## config.mk

```make
export PLATFORM = sky130hd
export DESIGN_NAME = wr_err_injector
export DESIGN_NICKNAME = d
export VERILOG_FILES = /design/src/rtl/inj_pkg.sv /design/src/rtl/inj_regs.sv /design/src/rtl/inj_addr_match.sv /design/src/rtl/inj_corrupt.sv /design/src/rtl/wr_err_injector.sv
export SDC_FILE = /design/constraint.sdc
export NUM_CORES = 1
export LEC_CHECK = 0
export CAP_MARGIN = 5
export CORE_MARGIN = 3
export CORE_UTILIZATION = 38
export CTS_CLUSTER_SIZE = 12
export DETAILED_ROUTE_END_ITERATION = 8
export PLACE_DENSITY = 0.71
export SLEW_MARGIN = 10
export SYNTH_ARGS = -nofsm -noshare
export SYNTH_HDL_FRONTEND = slang
export SYNTH_SLANG_ARGS = --single-unit
```

## constraint.sdc

```tcl
create_clock -name clk -period 4 [get_ports clk]
set_input_delay 1.2 -clock clk [delete_from_list [all_inputs] [get_ports clk]]
set_output_delay 1.2 -clock clk [all_outputs]
set_load 0.05 [all_outputs]
```

## src/rtl/inj_pkg.sv

```systemverilog
// Package: shared field positions, widths and types of the write error injector.
// Assumes the match register layout is fixed by the downstream decoder.
package inj_pkg;
    localparam int COL_W       = 14;
    localparam int PAGE_W      = 16;
    localparam int BANK_W      = 4;
    localparam int DIMM_W      = 2;
    localparam int RANK_W      = 2;
    localparam int CTRL_W      = 5;
    localparam int N_FIELDS    = 5;

    localparam int COL_LSB     = 0;
    localparam int PAGE_LSB    = COL_LSB + COL_W;
    localparam int BANK_LSB    = PAGE_LSB + PAGE_W;
    localparam int RANK_LSB    = BANK_LSB + BANK_W;
    localparam int DIMM_HI     = RANK_LSB + 2;
    localparam int WILD_LSB    = DIMM_HI + 1;
    localparam int MATCH_W     = WILD_LSB + N_FIELDS;

    // wildcard bit index inside the wildcard group
    localparam int WI_COL      = 0;
    localparam int WI_PAGE     = 1;
    localparam int WI_BANK     = 2;
    localparam int WI_RANK     = 3;
    localparam int WI_DIMM     = 4;

    localparam logic [MATCH_W-1:0] MATCH_RESET =
        {{N_FIELDS{1'b1}}, {(MATCH_W-N_FIELDS){1'b0}}};

    typedef enum logic [1:0] {
        SEL_MATCH = 2'd0,
        SEL_FLIP  = 2'd1,
        SEL_CTRL  = 2'd2,
        SEL_NONE  = 2'd3
    } reg_sel_e;

    // packed MSB first: bit4 parity, bit3 ecc, bits2:1 halves, bit0 repeat
    typedef struct packed {
        logic       par;
        logic       ecc;
        logic [1:0] half;
        logic       rep;
    } ctrl_t;

    typedef struct packed {
        logic [DIMM_W-1:0] dimm;
        logic [RANK_W-1:0] rank;
        logic [BANK_W-1:0] bank;
        logic [PAGE_W-1:0] page;
        logic [COL_W-1:0]  col;
    } addr_t;
endpackage

```

## src/rtl/inj_regs.sv

```systemverilog
// Module: injector register file and arm state.
// Holds match, flip mask and control; arms on a control write that requests
// an error, disarms on other register writes and after a one-shot hit.
// Assumes CHK_W <= MATCH_W so the flip mask fits the write data bus.
module inj_regs
    import inj_pkg::*;
#(
    parameter int CHK_W = 32
) (
    input  logic               clk,
    input  logic               rst_n,
    input  logic               reg_wr_en,
    input  reg_sel_e           reg_sel,
    input  logic [MATCH_W-1:0] reg_wdata,
    input  logic               fire,
    output logic [MATCH_W-1:0] match_q,
    output logic [CHK_W-1:0]   flip_q,
    output ctrl_t              ctrl_q,
    output logic               armed_q
);
    logic  reg_hit;
    ctrl_t ctrl_new;

    // Purpose: decode a write that lands on a real register.
    always_comb begin
        reg_hit  = reg_wr_en && (reg_sel != SEL_NONE);
        ctrl_new = ctrl_t'(reg_wdata[CTRL_W-1:0]);
    end

    // Purpose: register storage and arm/disarm sequencing.
    always_ff @(posedge clk) begin
        if (!rst_n) begin
            match_q <= MATCH_RESET;
            flip_q  <= '0;
            ctrl_q  <= '0;
            armed_q <= 1'b0;
        end else if (reg_hit) begin
            unique case (reg_sel)
                SEL_MATCH: begin
                    match_q <= reg_wdata;
                    armed_q <= 1'b0;
                end
                SEL_FLIP: begin
                    flip_q  <= reg_wdata[CHK_W-1:0];
                    armed_q <= 1'b0;
                end
                SEL_CTRL: begin
                    ctrl_q  <= ctrl_new;
                    armed_q <= ctrl_new.ecc | ctrl_new.par;
                end
                default: ;
            endcase
        end else if (fire && !ctrl_q.rep) begin
            armed_q <= 1'b0;
        end
    end
endmodule

```

## src/rtl/inj_addr_match.sv

```systemverilog
// Module: per-field address comparator with wildcards.
// Unpacks the match register according to the dimm layout and reports a hit
// when every field is either wildcarded or equal. Purely combinational.
module inj_addr_match
    import inj_pkg::*;
(
    input  logic [MATCH_W-1:0] match_q,
    input  logic               wide_dimm,
    input  addr_t              req_addr,
    output logic               hit
);
    logic [N_FIELDS-1:0] wild;
    logic [N_FIELDS-1:0] eq;
    logic [DIMM_W-1:0]   m_dimm;
    logic [RANK_W-1:0]   m_rank;
    logic [DIMM_W-1:0]   r_dimm;
    logic [RANK_W-1:0]   r_rank;

    // Purpose: unpack dimm and rank for the configured layout.
    always_comb begin
        if (wide_dimm) begin
            m_dimm = match_q[DIMM_HI -: 2];
            r_dimm = req_addr.dimm;
            m_rank = {1'b0, match_q[RANK_LSB]};
            r_rank = {1'b0, req_addr.rank[0]};
        end else begin
            m_dimm = {1'b0, match_q[DIMM_HI]};
            r_dimm = {1'b0, req_addr.dimm[0]};
            m_rank = match_q[RANK_LSB +: RANK_W];
            r_rank = req_addr.rank;
        end
    end

    // Purpose: per-field equality and wildcard combine.
    always_comb begin
        wild        = match_q[WILD_LSB +: N_FIELDS];
        eq[WI_COL]  = match_q[COL_LSB  +: COL_W]  == req_addr.col;
        eq[WI_PAGE] = match_q[PAGE_LSB +: PAGE_W] == req_addr.page;
        eq[WI_BANK] = match_q[BANK_LSB +: BANK_W] == req_addr.bank;
        eq[WI_RANK] = m_rank == r_rank;
        eq[WI_DIMM] = m_dimm == r_dimm;
        hit         = &(wild | eq);
    end
endmodule

```

## src/rtl/inj_corrupt.sv

```systemverilog
// Module: output stage that applies the flip mask per cacheline half.
// Assumes CHK_W is even; the lower half of the check bits covers the lower
// 32-byte half of the line. Adds one register stage of latency.
module inj_corrupt
    import inj_pkg::*;
#(
    parameter int CHK_W = 32
) (
    input  logic             clk,
    input  logic             rst_n,
    input  logic             req_valid,
    input  logic [CHK_W-1:0] req_check,
    input  logic             fire,
    input  ctrl_t            ctrl_q,
    input  logic [CHK_W-1:0] flip_q,
    output logic             out_valid,
    output logic [CHK_W-1:0] out_check,
    output logic             out_par_err,
    output logic             out_fired
);
    localparam int HALF_W  = CHK_W / 2;
    localparam int N_HALF  = 2;

    logic [CHK_W-1:0] flip_eff;

    // Purpose: build the effective flip vector, one slice per half.
    for (genvar h = 0; h < N_HALF; h++) begin : g_half
        assign flip_eff[h*HALF_W +: HALF_W] =
            (fire && ctrl_q.ecc && ctrl_q.half[h]) ? flip_q[h*HALF_W +: HALF_W]
                                                   : '0;
    end

    // Purpose: register the request result and the injection flags.
    always_ff @(posedge clk) begin
        if (!rst_n) begin
            out_valid   <= 1'b0;
            out_check   <= '0;
            out_par_err <= 1'b0;
            out_fired   <= 1'b0;
        end else begin
            out_valid   <= req_valid;
            out_check   <= req_check ^ flip_eff;
            out_par_err <= fire && ctrl_q.par;
            out_fired   <= fire;
        end
    end
endmodule

```

## src/rtl/wr_err_injector.sv

```systemverilog
// Module: memory write error injector, top level.
// Ties the register file, the address comparator and the corruption stage.
// Assumes one request per cycle and a single channel.
module wr_err_injector
    import inj_pkg::*;
#(
    parameter int CHK_W = 32
) (
    input  logic                clk,
    input  logic                rst_n,
    input  logic                cfg_wide_dimm,
    input  logic                reg_wr_en,
    input  logic [1:0]          reg_sel,
    input  logic [MATCH_W-1:0]  reg_wdata,
    input  logic                req_valid,
    input  logic                req_write,
    input  logic [DIMM_W-1:0]   req_dimm,
    input  logic [RANK_W-1:0]   req_rank,
    input  logic [BANK_W-1:0]   req_bank,
    input  logic [PAGE_W-1:0]   req_page,
    input  logic [COL_W-1:0]    req_col,
    input  logic [CHK_W-1:0]    req_check,
    output logic                out_valid,
    output logic [CHK_W-1:0]    out_check,
    output logic                out_addr_par_err,
    output logic                inject_fired,
    output logic                armed
);
    logic [MATCH_W-1:0] match_q;
    logic [CHK_W-1:0]   flip_q;
    ctrl_t              ctrl_q;
    logic               addr_hit;
    logic               fire;
    logic               ctrl_rep;
    addr_t              req_addr;

    // Purpose: gather the request address and decide whether to inject.
    always_comb begin
        req_addr = '{dimm: req_dimm, rank: req_rank, bank: req_bank,
                     page: req_page, col: req_col};
        fire     = armed && req_valid && req_write && addr_hit;
        ctrl_rep = ctrl_q.rep;
    end

    inj_regs #(.CHK_W(CHK_W)) u_regs (
        .clk       (clk),
        .rst_n     (rst_n),
        .reg_wr_en (reg_wr_en),
        .reg_sel   (reg_sel_e'(reg_sel)),
        .reg_wdata (reg_wdata),
        .fire      (fire),
        .match_q   (match_q),
        .flip_q    (flip_q),
        .ctrl_q    (ctrl_q),
        .armed_q   (armed)
    );

    inj_addr_match u_match (
        .match_q   (match_q),
        .wide_dimm (cfg_wide_dimm),
        .req_addr  (req_addr),
        .hit       (addr_hit)
    );

    inj_corrupt #(.CHK_W(CHK_W)) u_corrupt (
        .clk         (clk),
        .rst_n       (rst_n),
        .req_valid   (req_valid),
        .req_check   (req_check),
        .fire        (fire),
        .ctrl_q      (ctrl_q),
        .flip_q      (flip_q),
        .out_valid   (out_valid),
        .out_check   (out_check),
        .out_par_err (out_addr_par_err),
        .out_fired   (inject_fired)
    );
endmodule

```

==> results of run 1 <==
layout make-up:
class | instances | area (sq um) | share of cell area (%)
flip-flops and latches | 115 | 2302 | 32.39
clock buffers | 18 | 439.2 | 6.178
inverters | 1 | 5.005 | 0.07041
clock inverters | 14 | 178.9 | 2.517
well taps | 168 | 210.2 | 2.957
repair buffers | 163 | 1624 | 22.85
multi-input cells | 432 | 2349 | 33.04
per-layer routing:
| layer | global-route usage (%) | wire [um] | up-vias |
|---|---|---|---|
| met5 | 0 | 0 | - |
| li1 | - | - | 2318 |
| met1 | 25.34 | 6310 | 2163 |
| met2 | 31.12 | 6369 | 156 |
| met4 | 6.517 | 190 | 0 |
| met3 | 4.689 | 867 | 10 |
critical path, cell delays in order:
cell and delay [ns]:
clkdlybuf4s50_1 0.47, xnor2_1 0.14, nand4_1 0.14, nor4_2 0.48, o221ai_4 0.19, buf_4 0.30
or4_1 0.58, a21oi_1 0.18
power breakdown:
group / switching, W / internal, W / total [W] / leakage, nW
registers: 0.0000223 / 0.00119 / 0.00121 / 0.942
logic: 0.000197 / 0.000189 / 0.000387 / 1.17
clock network: 0.000554 / 0.00101 / 0.00156 / 0.299
total: 0.000773 / 0.00239 / 0.00316 / 2.41
flip-flops by register name, summed over array words and instances, names as in the netlist:
| signal | count |
|---|---|
| u_regs.match_q | 42 |
| u_corrupt.out_par_err | 1 |
| u_corrupt.out_check | 32 |
| u_corrupt.out_fired | 1 |
| u_regs.flip_q | 32 |
| u_corrupt.out_valid | 1 |
| u_regs.ctrl_q | 5 |
| u_regs.armed_q | 1 |
logic make-up (layout without fill, tap and decap cells):
kind of cell | count (synthesis) | after routing | share of synthesized area [%]
DFF | 115 | 115 | 47.89
buffers and inverters | 47 | 196 | 4.034
muxes | 6 | 6 | 1.249
and+or+nand+nor | 248 | 248 | 23.19
AOI/OAI and AO/OA | 140 | 140 | 16.71
xor gates and xnor gates | 38 | 38 | 6.923
worst paths after layout:
check	startpoint	end	slack, ns
worst max-delay path	req_page[2]	u_corrupt.out_check[15]	0.60
worst min-delay path	u_regs.flip_q[18]	u_regs.flip_q[18]	0.46
worst max register to register	u_regs.match_q[16]	u_corrupt.out_check[15]	1.50
worst min register to register	u_regs.flip_q[18]	u_regs.flip_q[18]	0.46
cell usage in the layout, fill, tap and decap left out, types with 5 or more instances in the layout:
| cell | instances |
|---|---|
| a21oi_1 | 102 |
| buf_4 | 7 |
| clkbuf_16 | 17 |
| clkdlybuf4s50_1 | 155 |
| dfxtp_1 | 115 |
| mux2i_1 | 6 |
| nand2_1 | 183 |
| nand3_1 | 6 |
| nand4_1 | 6 |
| nor2_1 | 6 |
| o31ai_1 | 32 |
| or4_1 | 32 |
| xnor2_1 | 33 |
| xor2_1 | 5 |
through the flow:
stage	utilization [%]	std cells
after floorplan	-	594
after global placement	53.15	879
after detailed placement	53.15	879
after CTS	58.21	911
after global routing	58.21	911
final	58.21	911
==> run summary, run 1 <==
CTS Buffer Depth: 2
Worst setup SP type: input pin
Pleak: 2.411 nW
DP HPWL: 10100 um
Ant. Diodes: 0
root buffer cell: clkbuf_16
fmax: 294.5 MHz
CTS H-Tree Depth: 4
Hold Slack: 0.4556 ns
largest net degree at the start of global routing: 67
Synth top area share: 47.89%
vias in the first global route: 4518
Synth area leader: dfxtp_1
CTS-repair resized insts: 0
initial antenna violation count: 0
Max-Cap Viols: 0
Final setup viols: 0
num rows: 40
Netlist cell types: 28
Post-synth EDFFs: 0
asr flop ratio synth: 0%
Total GRT Usage: 19.29%
vias per cell: 5.101
CTS tree: yes
Core ar.: 0.01221 sq mm
ranking of synthesized cells by area: dfxtp_1, nand2_1, a21oi_1
Place WS: 0.2098 ns
fin crit share: 84.90%
final WL: 13740 um
Slew headroom: 39.56%
die area: 0.01404 sq mm
Nets: 850
Synth Warn #: 0
register area share after synthesis: 47.89%
Finished Cell Area: 0.007108 sq mm
Synth Area per Inst: 8.093 sq um
share of cells above drive strength 1: 6.460%
clock transition at the registers of the reported paths: 0.06 ns
Chip Height: 118.5 um
placer congestion estimate: 0.8189
FF+latch count, synth: 115
top-level I/O count: 156
clk_skew: 0.01659 ns
maximum fanout along the worst path: 62
most frequent cell after synthesis: nand2_1
Final Hold Fails: 0
R2R cell count: 7
synthesized instance count: 594
global-route wire length before repair: 22160 um
clk sinks: 115
WP data arrival: 3.72 ns
hold path depth: 2
Area Growth Syn to Fin: 47.87%
dpl cell area: 0.006490 sq mm
Fill cells: 1142
drt pass-1 iters: 4
Post-Syn Nets: 714
post-CTS setup buffers: 0
clk_lat worst skew: 0.41 ns
critical path class: input pin to register
Num CTS Buffers: 17
hold_buf cts: 0
status: finished, final reports clean
crit end category: register
max-slew violations: 0
min Tclk post-route: 3.396 ns
Least-Margin Pin Slew: 0.9066 ns
final worst setup slack: 0.6041 ns
Peak supply drop: 209.6 uV
RSZ-0062 raised after global routing: false
Die W: 118.5 um
main flop type after synthesis: dfxtp_1
PD cells: 444.5 mW/mm^2
synth cell count leaders: nand2_1, dfxtp_1, a21oi_1
GR Overflow Total: 0
Post-Syn Area: 0.004807 sq mm
DRT iter0 DRCs: 433
Hold Path Class: register to register
Setup TNS: 0 ns
DR vias: 4647
routed len/inst: 15.08 um
CP required: 4.32 ns
Port-buffer cells: 155
Total Power: 0.003159 W
post-route ant nets: 0
DRC errors left: 0
Initial Util: 39.36%
Power figures use the tool's default switching activity.
==> run 2, diff against run 1 <==
- PLACE_DENSITY: 0.71 -> 0.74
- clock period: 4 -> 3.1 ns (I/O delays scaled with it)
==> run summary, run 2 (synthesized netlist as in run 1, its figures left out) <==
Die W: 118.5 um (unchanged)
hold_buf cts: 0 (unchanged)
CTS Buffer Depth: 2 (unchanged)
post-route ant nets: 0 (unchanged)
Slew headroom: 40.02% (was 39.56%)
Max-Cap Viols: 0 (unchanged)
final worst setup slack: 0.3103 ns (was 0.6041 ns)
CTS tree: yes (unchanged)
final WL: 13730 um (was 13740 um)
Ant. Diodes: 0 (unchanged)
Final setup viols: 0 (unchanged)
clk sinks: 115 (unchanged)
Chip Height: 118.5 um (unchanged)
min Tclk post-route: 2.790 ns
Finished Core Util: 58.29% (was 58.21%)
CP required: 3.43 ns (was 4.32 ns)
PD cells: 550.5 mW/mm^2 (was 444.5 mW/mm^2)
Initial Util: 39.36% (unchanged)
drt pass-1 iters: 4 (unchanged)
Worst setup SP type: input pin (unchanged)
Nets: 857 (was 850)
crit end category: register (unchanged)
DRC errors left: 0 (unchanged)
Peak supply drop: 440.7 uV (was 209.6 uV)
Area Growth Syn to Fin: 48.07% (was 47.87%)
WP data arrival: 3.12 ns (was 3.72 ns)
Core ar.: 0.01221 sq mm (unchanged)
Num CTS Buffers: 17 (unchanged)
initial antenna violation count: 0 (unchanged)
Largest register FFs: 42 (unchanged)
vias in the first global route: 4357 (was 4518)
CTS H-Tree Depth: 4 (unchanged)
commonest non-fill, non-tap cells in the layout: nand2_1, clkdlybuf4s50_1, dfxtp_1 (unchanged)
biggest regs: u_regs.match_q: 42 flops, u_corrupt.out_check: 32 flops, u_regs.flip_q: 32 flops (unchanged)
clock transition at the registers of the reported paths: 0.05 ns (was 0.06 ns)
flop-to-flop setup slack: 0.93 ns (was 1.50 ns)
dpl cells: 886 (was 879)
status: finished, final reports clean (unchanged)
Hold Slack: 0.4558 ns (was 0.4556 ns)
DRT iter0 DRCs: 393 (was 433)
largest net degree at the start of global routing: 67 (unchanged)
Port-buffer cells: 155 (unchanged)
clk_lat worst skew: 0.40 ns (was 0.41 ns)
maximum fanout along the worst path: 59 (was 62)
commonest non-fill, non-tap cell in the layout: nand2_1 (unchanged)
routed len/inst: 15.01 um (was 15.08 um)
DR vias: 4646 (was 4647)
Total GRT Usage: 19.09% (was 19.29%)
top-level I/O count: 156 (unchanged)
Pleak: 2.429 nW (was 2.411 nW)
CTS-repair resized insts: 0 (unchanged)
GR Overflow Total: 0 (unchanged)
vias per cell: 5.078 (was 5.101)
clk_skew: 0.005802 ns (was 0.01659 ns)
share of cells above drive strength 1: 6.693% (was 6.460%)
most flop-heavy register: u_regs.match_q (unchanged)
placer congestion estimate: 0.8913 (was 0.8189)
fin cells: 915 (was 911)
RSZ-0062 raised after global routing: false (unchanged)
Least-Margin Pin Slew: 0.8997 ns (was 0.9066 ns)
fmax: 358.5 MHz
DP HPWL: 10170 um (was 10100 um)
Setup TNS: 0 ns (unchanged)
critical path class: input pin to register (unchanged)
global-route wire length before repair: 21800 um (was 22160 um)
die area: 0.01404 sq mm (unchanged)
root buffer cell: clkbuf_16 (unchanged)
post-CTS setup buffers: 0 (unchanged)
num rows: 40 (unchanged)
max-slew violations: 0 (unchanged)
Place WS: -0.1116 ns (was 0.2098 ns)
fin crit share: 89.99%
Final Hold Fails: 0 (unchanged)
Hold Path Class: register to register (unchanged)
run 2: area by class of cell:
| type | count | area [sq um] |
|---|---|---|
| multi-input cells | 432 | 2349 |
| repair buffers | 170 | 1689 |
| clock buffers | 25 | 515.5 |
| clock inverters | 4 | 47.55 |
| well taps | 168 | 210.2 |
| fillers | 1148 | 5094 |
| flip-flops and latches | 115 | 2302 |
| inverters | 1 | 5.005 |
run 2: where the power goes:
| part | total [W] | internal, W | switching, W |
|---|---|---|---|
| registers | 0.00157 | 0.00154 | 0.0000288 |
| clock network | 0.00185 | 0.00121 | 0.000633 |
| logic | 0.000505 | 0.000249 | 0.000256 |
run 2: final timing paths:
check,start,endpoint,cells past startpoint
setup / recovery,req_page[11],u_corrupt.out_check[16],9
hold / removal,u_regs.flip_q[26],u_regs.flip_q[26],2
setup reg to reg,u_regs.match_q[25],u_corrupt.out_check[16],8
hold reg to reg,u_regs.flip_q[26],u_regs.flip_q[26],2
run 2: routing by layer:
metal / wire length, um / track usage, % / vias up / share of wire, %
met5: 0 / 0 / - / 0
met2: 6268 / 30.12 / 138 / 46
met3: 843 / 5.072 / 16 / 6.1
met1: 6387 / 25.28 / 2170 / 47
li1: - / - / 2322 / -
met4: 233 / 6.734 / 0 / 1.7
run 2: worst max-delay path: stages:
cell             delay (ns)
clkdlybuf4s50_1        0.47
xnor2_1                0.13
nand4_1                0.14
nor4_2                 0.29
buf_4                  0.16
o221ai_4               0.11
buf_12                 0.19
or4_1                  0.52
a21oi_1                0.16
run 2: metrics by stage:
step           power (W)  area, sq um
2_1_floorplan   0.001830         4807
3_3_place_gp    0.002092         6555
3_5_place_dp    0.002103         6555
4_1_cts         0.003938         7118
5_1_grt         0.004043         7118
6_report        0.003919         7118
==> run 3, diff against run 2 <==
- DONT_BUFFER_PORTS: not set -> 1
- PLACE_DENSITY: 0.74 -> 0.57
==> run summary, run 3 (synthesized netlist as in run 1, its figures left out) <==
status: finished, final reports clean (unchanged)
Least-Margin Pin Slew: 0.9038 ns (was 0.8997 ns)
biggest regs: u_regs.match_q: 42 flops, u_corrupt.out_check: 32 flops, u_regs.flip_q: 32 flops (unchanged)
Fill cells: 1292 (was 1148)
dpl cells: 724 (was 886)
PD cells: 656.4 mW/mm^2 (was 550.5 mW/mm^2)
Hold Slack: 0.4514 ns (was 0.4558 ns)
initial antenna violation count: 0 (unchanged)
post-route ant nets: 0 (unchanged)
FF+latch area: 0.002302 sq mm (unchanged)
multi-input logic area: 0.002349 sq mm (unchanged)
Max-Cap Viols: 0 (unchanged)
commonest non-fill, non-tap cell in the layout: nand2_1 (unchanged)
Setup TNS: 0 ns (unchanged)
WP data arrival: 2.83 ns (was 3.12 ns)
Largest register FFs: 42 (unchanged)
maximum fanout along the worst path: 66 (was 59)
min Tclk post-route: 2.503 ns (was 2.790 ns)
crit end category: register (unchanged)
clock transition at the registers of the reported paths: 0.05 ns (about the same)
clk_lat worst skew: 0.41 ns (was 0.40 ns)
fin cells: 754 (was 915)
Die W: 118.5 um (unchanged)
post-CTS setup buffers: 0 (unchanged)
placer congestion estimate: 0.8377 (was 0.8913)
most flop-heavy register: u_regs.match_q (unchanged)
Initial Util: 39.36% (unchanged)
Total GRT Usage: 18.51% (was 19.09%)
DR vias: 3932 (was 4646)
routed len/inst: 17.15 um (was 15.01 um)
Num CTS Buffers: 17 (unchanged)
Hold Path Class: register to register (unchanged)
delay-heaviest family, CP: simple AND/OR/NAND/NOR gates (unchanged)
share of cells above drive strength 1: 7.509% (was 6.693%)
CP required: 3.43 ns (about the same)
vias in the first global route: 3727 (was 4357)
Nets: 695 (was 857)
Worst setup SP type: input pin (unchanged)
Final Hold Fails: 0 (unchanged)
CTS tree: yes (unchanged)
Port-buffer cells: 0 (was 155)
hold_buf cts: 0 (unchanged)
Final setup viols: 0 (unchanged)
largest net degree at the start of global routing: 67 (unchanged)
crit path cell chain: xnor2_1, a41oi_1, nor3_1, o221ai_4, buf_12, or4_1, a21oi_1 (was clkdlybuf4s50_1, xnor2_1, nand4_1, nor4_2, buf_4, o221ai_4, buf_12, or4_1, a21oi_1)
max-slew violations: 0 (unchanged)
die area: 0.01404 sq mm (unchanged)
Area Growth Syn to Fin: 13.98% (was 48.07%)
Chip Height: 118.5 um (unchanged)
fin crit share: 80.73% (was 89.99%)
final worst setup slack: 0.5975 ns (was 0.3103 ns)
DP HPWL: 9493 um (was 10170 um)
final WL: 12930 um (was 13730 um)
Pleak: 1.794 nW (was 2.429 nW)
CTS H-Tree Depth: 4 (unchanged)
top-level I/O count: 156 (unchanged)
global-route wire length before repair: 20260 um (was 21800 um)
Worst Path Buf+Inv: 1 (was 3)
CTS-repair resized insts: 0 (unchanged)
clk sinks: 115 (unchanged)
Critical Path Max Stage Delay: 0.52 ns (about the same)
Core ar.: 0.01221 sq mm (unchanged)
Slew headroom: 39.75% (was 40.02%)
Peak supply drop: 292.9 uV (was 440.7 uV)
critical path class: input pin to register (unchanged)
Ant. Diodes: 0 (unchanged)
num rows: 40 (unchanged)
clk_skew: 0.005657 ns (was 0.005802 ns)
RSZ-0062 raised after global routing: false (unchanged)
drt pass-1 iters: 4 (unchanged)
commonest non-fill, non-tap cells in the layout: nand2_1, dfxtp_1, a21oi_1 (was nand2_1, clkdlybuf4s50_1, dfxtp_1)
fmax: 399.6 MHz (was 358.5 MHz)
Place WS: 0.1733 ns (was -0.1116 ns)
Finished Core Util: 44.87% (was 58.29%)
root buffer cell: clkbuf_16 (unchanged)
vias per cell: 5.215 (was 5.078)
CTS Buffer Depth: 2 (unchanged)
DRT iter0 DRCs: 285 (was 393)
Crit-path slowest cell: or4_1 (unchanged)
GR Overflow Total: 0 (unchanged)
DRC errors left: 0 (unchanged)
==> run 3: power breakdown <==
group / switching [W] / internal, W
clock network: 0.000625 / 0.00113
registers: 0.000112 / 0.00154
logic: 0.000113 / 0.0000767
total: 0.000850 / 0.00275
==> run 3: layer usage <==
metal	GRT usage, %	part of all wire, %
met5	0	0
met4	7.531	1.7
met3	8.660	10
met2	27.15	44
met1	23.46	44
==> run 3: per-stage QoR <==
stage	power, W	cell area (sq um)
after floorplan	0.001830	4807
after global placement	0.001867	4938
after detailed placement	0.001875	4938
after CTS	0.003641	5479
after global routing	0.003742	5479
final	0.003597	5479
==> run 3: cell type report <==
type                            count  area share [%]
Multi-Input combinational cell    432           42.86
Sequential cell                   115           42.02
Clock buffer                       25           9.409
Tap cell                          168           3.837
Timing Repair Buffer                8           1.325
Clock inverter                      5          0.4567
Inverter                            1         0.09135
==> run 3: worst paths after layout <==
kind         slack, ns               start  depth (start not counted)                 endpoint
max               0.60         req_bank[2]                          7  u_corrupt.out_check[23]
min               0.45   u_regs.flip_q[16]                          2        u_regs.flip_q[16]
max reg2reg       0.78  u_regs.match_q[32]                          7  u_corrupt.out_check[23]
min reg2reg       0.45   u_regs.flip_q[16]                          2        u_regs.flip_q[16]
==> run 3: worst reg2reg max path: stages (launching register included) <==
cell and delay (ns):
dfxtp_1 0.32, xnor2_1 0.19, a41oi_1 0.17, nor3_1 0.45, o221ai_4 0.19, buf_12 0.22, or4_1 0.54, a21oi_1 0.17
